**config.mk**
```make
export PLATFORM = sky130hd
export DESIGN_NAME = ctl_hs_responder
export DESIGN_NICKNAME = d
export VERILOG_FILES = /design/src/rtl/ctl_hs_pkg.sv /design/src/rtl/ctl_hs_regs.sv /design/src/rtl/ctl_hs_decide.sv /design/src/rtl/ctl_hs_nrdy.sv /design/src/rtl/ctl_hs_responder.sv
export SDC_FILE = /design/constraint.sdc
export NUM_CORES = 1
export LEC_CHECK = 0
export BUFFER_PORTS_ARGS = -buffer_cell sky130_fd_sc_hd__buf_2
export CAP_MARGIN = 20
export CORE_AREA = 10 10 47 49
export DETAILED_ROUTE_END_ITERATION = 7
export DIE_AREA = 0 0 57 59
export GPL_TIMING_DRIVEN = 0
export REMOVE_ABC_BUFFERS = 1
export SLEW_MARGIN = 10
export SYNTH_ARGS = -nofsm -noshare
export SYNTH_HDL_FRONTEND = slang
export SYNTH_SLANG_ARGS = --single-unit
```
**constraint.sdc**
```tcl
create_clock -name clk -period 1.15 [get_ports clk]
set_input_delay 0.115 -clock clk [delete_from_list [all_inputs] [get_ports clk]]
set_output_delay 0.115 -clock clk [all_outputs]
set_load 0.02 [all_outputs]
```
**src/rtl/ctl_hs_pkg.sv**
```systemverilog
package ctl_hs_pkg;
  localparam int TOK_W  = 2;
  localparam int STG_W  = 2;
  localparam int RC_W   = 2;
  localparam int HS_W   = 3;

  localparam logic [TOK_W-1:0] TK_IDLE  = 2'd0;
  localparam logic [TOK_W-1:0] TK_SETUP = 2'd1;
  localparam logic [TOK_W-1:0] TK_IN    = 2'd2;
  localparam logic [TOK_W-1:0] TK_OUT   = 2'd3;

  localparam logic [STG_W-1:0] SG_SETUP  = 2'd0;
  localparam logic [STG_W-1:0] SG_DATA   = 2'd1;
  localparam logic [STG_W-1:0] SG_STATUS = 2'd2;

  localparam logic [RC_W-1:0] RC_NAK   = 2'b00;
  localparam logic [RC_W-1:0] RC_BUF   = 2'b01;
  localparam logic [RC_W-1:0] RC_STALL = 2'b10;

  localparam logic [HS_W-1:0] HS_ACK   = 3'd0;
  localparam logic [HS_W-1:0] HS_NAK   = 3'd1;
  localparam logic [HS_W-1:0] HS_STALL = 3'd2;
  localparam logic [HS_W-1:0] HS_DATA  = 3'd3;
  localparam logic [HS_W-1:0] HS_ZLP   = 3'd4;
endpackage

```
**src/rtl/ctl_hs_regs.sv**
```systemverilog
module ctl_hs_regs
  import ctl_hs_pkg::*;
(
  input  logic            clk,
  input  logic            rst,
  input  logic            rc_wr,
  input  logic [RC_W-1:0] rc_wdata,
  input  logic            valid_flag,
  input  logic            cmpl_wr,
  input  logic            cmpl_wdata,
  input  logic            setup_seen,
  input  logic            seq_err,
  input  logic            auto_req,
  output logic [RC_W-1:0] rc_q,
  output logic            cmpl_q
);
  always_ff @(posedge clk) begin
    if (rst) begin
      rc_q   <= RC_NAK;
      cmpl_q <= 1'b0;
    end else begin
      if (seq_err)                  rc_q <= RC_STALL;
      else if (setup_seen)          rc_q <= RC_NAK;
      else if (auto_req)            rc_q <= RC_BUF;
      else if (rc_wr && !valid_flag) rc_q <= rc_wdata;

      if (auto_req)     cmpl_q <= 1'b1;
      else if (cmpl_wr) cmpl_q <= cmpl_wdata;
    end
  end
endmodule

```
**src/rtl/ctl_hs_decide.sv**
```systemverilog
module ctl_hs_decide
  import ctl_hs_pkg::*;
(
  input  logic [TOK_W-1:0] tok_kind,
  input  logic [STG_W-1:0] stage,
  input  logic             dir_read,
  input  logic             rx_ready,
  input  logic             tx_ready,
  input  logic [RC_W-1:0]  rc,
  input  logic             cmpl,
  output logic             fire,
  output logic [HS_W-1:0]  code,
  output logic             nrdy_set
);
  logic is_in;
  assign is_in = (tok_kind == TK_IN);

  always_comb begin
    fire     = (tok_kind != TK_IDLE);
    code     = HS_NAK;
    nrdy_set = 1'b0;
    if (tok_kind == TK_SETUP) begin
      code = HS_ACK;
    end else if (rc[1]) begin
      code = HS_STALL;
    end else if (rc == RC_NAK) begin
      code = HS_NAK;
    end else begin
      case (stage)
        SG_DATA: begin
          if (dir_read != is_in) begin
            code = HS_STALL;
          end else if (is_in) begin
            code     = tx_ready ? HS_DATA : HS_NAK;
            nrdy_set = !tx_ready;
          end else begin
            code     = rx_ready ? HS_ACK : HS_NAK;
            nrdy_set = !rx_ready;
          end
        end
        SG_STATUS: begin
          if (!cmpl)      code = HS_NAK;
          else if (is_in) code = HS_ZLP;
          else            code = HS_ACK;
        end
        default: code = HS_NAK;
      endcase
    end
    if (!fire) nrdy_set = 1'b0;
  end
endmodule

```
**src/rtl/ctl_hs_nrdy.sv**
```systemverilog
module ctl_hs_nrdy (
  input  logic clk,
  input  logic rst,
  input  logic set_i,
  input  logic clr_i,
  output logic flag_q
);
  always_ff @(posedge clk) begin
    if (rst)        flag_q <= 1'b0;
    else if (set_i) flag_q <= 1'b1;
    else if (clr_i) flag_q <= 1'b0;
  end
endmodule

```
**src/rtl/ctl_hs_responder.sv**
```systemverilog
module ctl_hs_responder
  import ctl_hs_pkg::*;
(
  input  logic             clk,
  input  logic             rst,
  input  logic [TOK_W-1:0] tok_kind,
  input  logic [STG_W-1:0] stage,
  input  logic             dir_read,
  input  logic             rx_ready,
  input  logic             tx_ready,
  input  logic             valid_flag,
  input  logic             rc_wr,
  input  logic [RC_W-1:0]  rc_wdata,
  input  logic             cmpl_wr,
  input  logic             cmpl_wdata,
  input  logic             nrdy_clr,
  input  logic             auto_req,
  input  logic             seq_err,
  output logic             hs_valid,
  output logic [HS_W-1:0]  hs_code,
  output logic [RC_W-1:0]  rc_q,
  output logic             cmpl_q,
  output logic             nrdy_flag
);
  logic            d_fire;
  logic [HS_W-1:0] d_code;
  logic            d_nrdy;

  ctl_hs_regs u_regs (
    .clk(clk), .rst(rst), .rc_wr(rc_wr), .rc_wdata(rc_wdata),
    .valid_flag(valid_flag), .cmpl_wr(cmpl_wr), .cmpl_wdata(cmpl_wdata),
    .setup_seen(tok_kind == TK_SETUP), .seq_err(seq_err),
    .auto_req(auto_req), .rc_q(rc_q), .cmpl_q(cmpl_q)
  );

  ctl_hs_decide u_dec (
    .tok_kind(tok_kind), .stage(stage), .dir_read(dir_read),
    .rx_ready(rx_ready), .tx_ready(tx_ready), .rc(rc_q), .cmpl(cmpl_q),
    .fire(d_fire), .code(d_code), .nrdy_set(d_nrdy)
  );

  ctl_hs_nrdy u_nrdy (
    .clk(clk), .rst(rst), .set_i(d_nrdy), .clr_i(nrdy_clr), .flag_q(nrdy_flag)
  );

  always_ff @(posedge clk) begin
    if (rst) begin
      hs_valid <= 1'b0;
      hs_code  <= HS_ACK;
    end else begin
      hs_valid <= d_fire;
      hs_code  <= d_fire ? d_code : HS_ACK;
    end
  end
endmodule

```
==> key figures <==
Floorplan
  • Initial core utilization: 0.303
  • Full die area: 3360 um^2
  • Placement row count: 14
  • Core area: ~1400 um^2
  • # IOs: 26
  • Die H: slightly below 60 um
  • Die Width: 57 um

Worst setup path
  • CP startpoint kind: flip-flop
  • Setup Crit Path Kind: reg2reg
  • Element type at the critical path end: flip-flop
  • Crit path max-delay family: compound AO/OA/AOI/OAI gates
  • CP max-delay cell: o41ai_2
  • Crit path largest cell delay: approximately 340 ps
  • CP required: between 1000 and 1500 ps
  • Worst Path Arrival: 1160 ps
  • Crit path buffers/inverters: 0
  • Cell Chain, Critical Path: nand3b_1 -> o41ai_2
  • CP Max Fanout: 5

STA
  • Worst slew margin: 0.849
  • F_max: 996 MHz
  • Final Max Slew Viols: 0
  • Final Hold Viols: 0
  • Final setup violating endpoints: 0
  • Period minus WS final: 1000 ps
  • Clock skew: about 2.2 ps
  • Hold_ws: between 30 and 40 ps
  • Post-route clock period utilization: 0.873
  • Final TNS setup: 0 ps
  • RSZ-0062 raised after global routing: no
  • Least-Margin Pin Slew: roughly 220 ps

Synthesis
  • Post-synth EDFFs: 0
  • Synth Warn #: 0
  • Unique cell type count in the Yosys netlist: 22
  • Main flop type after synthesis: dfxtp_1
  • Mapped Avg Cell Area: approximately 9.4 um^2
  • Async S/R FF share, synth: 0
  • Sequential share of the synthesized area: 0.378
  • Top-area cell type share of the netlist area: 0.378
  • Synthesized area: around 420 um^2
  • Post-synthesis register bit count: 8
  • Top post-synthesis cells by count: dfxtp_1, nor2_1, inv_1
  • Synth Instances: 45
  • Area leader, netlist: dfxtp_1
  • Ranking of synthesized cells by area: dfxtp_1, ha_1, nor2_1, mux2i_1, nor2b_1
  • Most frequent cell after synthesis: dfxtp_1

GRT
  • First-pass GRT wire length: 1720 um
  • GRT overflow: 0
  • Initial antenna violation count: 0
  • GRT Overall Usage: 0.0650
  • Pin count of the biggest net entering global routing: 7
  • Vias in the first global route: between 400 and 500

CTS
  • Worst skew pair latency: roughly 250 ps
  • PostCTS Resize Cnt: 0
  • Postcts setup bufs: 0
  • Cts hold-fix bufs: 0
  • CTS tree: done
  • CTS Sinks: 8
  • Clk buf depth: 2
  • Root Buffer Master: clkbuf_4
  • H-tree depth: 1
  • CTS Buf Count: 3
  • Clk slew on worst S/H paths: 50 ps

Power and ir drop
  • Power share of the sequential group: 0.473
  • Lkg Pwr: 0.000302 uW
  • Power per cell area: between 1000 and 1500 nW/um^2
  • Int Power: 470 uW
  • Total power: between 600 and 700 uW
  • Switching power: between 150 and 200 uW
  • Logic pwr share: 0.198
  • Net Sw Frac: 0.257
  • VDD IR max: 0.712 mV
  • Clk pwr share: 0.329

Placed design
  • Dpl hpwl: slightly above 900 um
  • # port buffers: 25
  • RD Place Congestion: 0.709

Cells and area
  • Layout area overhead: 39.5%
  • Final net count: 95
  • Share of cells above drive strength 1: 0.452
  • Antenna Cells: 0

Min path
  • Hold Crit Class: in2reg

Drt
  • Routed len/inst: 12.0 um
  • DR iter-0 viols: 2
  • DRC: 0
  • Via density: roughly 4.5
  • Drt first pass iters: 3
  • ANT nets after route: 0
  • WL final: about 1100 um
  • Via count: ~400

Job
  • Max-Cap Viols: 0

Status
  • Status: complete, no violations
## kinds of logic after synthesis
| kind of cell | synth area share |
|---|---|
| multiplexers | 0.0737 |
| adder cells (fa/ha/maj) | 0.0590 |
| buffers and inverters | 0.0354 |
| AND/OR/NAND/NOR | 0.298 |
| flip-flops | 0.378 |
| AO/OA/AOI/OAI | 0.156 |
## per-layer routing
metal,track usage,share of wire,up-vias
met2,0.0961,0.43,19
met1,0.0609,0.43,171
met5,0,0,-
met3,0.0665,0.14,0
met4,0.0201,0,0
li1,-,-,214
## cells in the final DEF, fill, tap and decap left out
cell type / Yosys / routed
a2111oi_2: 1 / 1
a21oi_1: 2 / 2
a22o_1: 1 / 1
and2_1: 1 / 1
and2b_1: 1 / 1
buf_2: 0 / 25
clkbuf_4: 0 / 3
dfxtp_1: 8 / 8
ha_1: 2 / 2
inv_1: 4 / 4
mux2_2: 1 / 1
mux2i_1: 2 / 2
nand2_1: 3 / 3
nand3b_1: 1 / 1
nand4b_1: 1 / 1
nor2_1: 6 / 6
nor2b_1: 3 / 3
nor2b_4: 1 / 1
nor3_1: 2 / 2
nor3b_1: 1 / 1
nor3b_2: 1 / 1
o2111a_1: 1 / 1
o21ai_0: 1 / 1
o41ai_2: 1 / 1
## registers in the layout, summed over array words and instances (netlist names)
| name | count |
|---|---|
| u_regs.cmpl_q | 1 |
| u_regs.rc_q | 2 |
| hs_valid | 1 |
| u_nrdy.flag_q | 1 |
| hs_code | 3 |
## power by group through the flow
| stage | Combinational, uW | Clock [uW] | Sequential, uW |
|---|---|---|---|
| finish | 125 | 208 | 299 |
| global route | 142 | 230 | 301 |
| CTS | 128 | 221 | 299 |
| detailed placement | 128 | 0 | 305 |
| global placement | 126 | 0 | 305 |
| floorplan | 51.1 | 0 | 320 |
## worst reg2reg max path: stages, from the launching register on
cell	delay (ps)
dfxtp_1	330
nand3b_1	240
o41ai_2	340
## layout make-up
type	count	area, um^2
fillers	155	810
inverters	4	15.0
well taps	16	20.0
repair buffers	25	125
clock buffers	3	22.5
flip-flops and latches	8	160
multi-input cells	33	249
## stage by stage
stage          instances   util  setup slack [ps]  cell area [um^2]
6_report              89  0.422               146               592
3_5_place_dp          86  0.406               153               569
5_1_grt               89  0.422              79.8               592
3_3_place_gp          86  0.406               152               569
2_1_floorplan         45      -               132               424
4_1_cts               89  0.422               125               592
## path summary, 6_finish.rpt
kind                                startpoint             end  slack [ps]  cells after the start
worst max-delay path            u_regs.rc_q[1]   u_nrdy.flag_q         150                      2
worst min-delay path                   seq_err  u_regs.rc_q[0]          40                      2
worst min register to register   u_nrdy.flag_q   u_nrdy.flag_q         450                      2
worst max register to register  u_regs.rc_q[1]   u_nrdy.flag_q         150                      2
No activity file was read; power rests on OpenSTA's default activity.
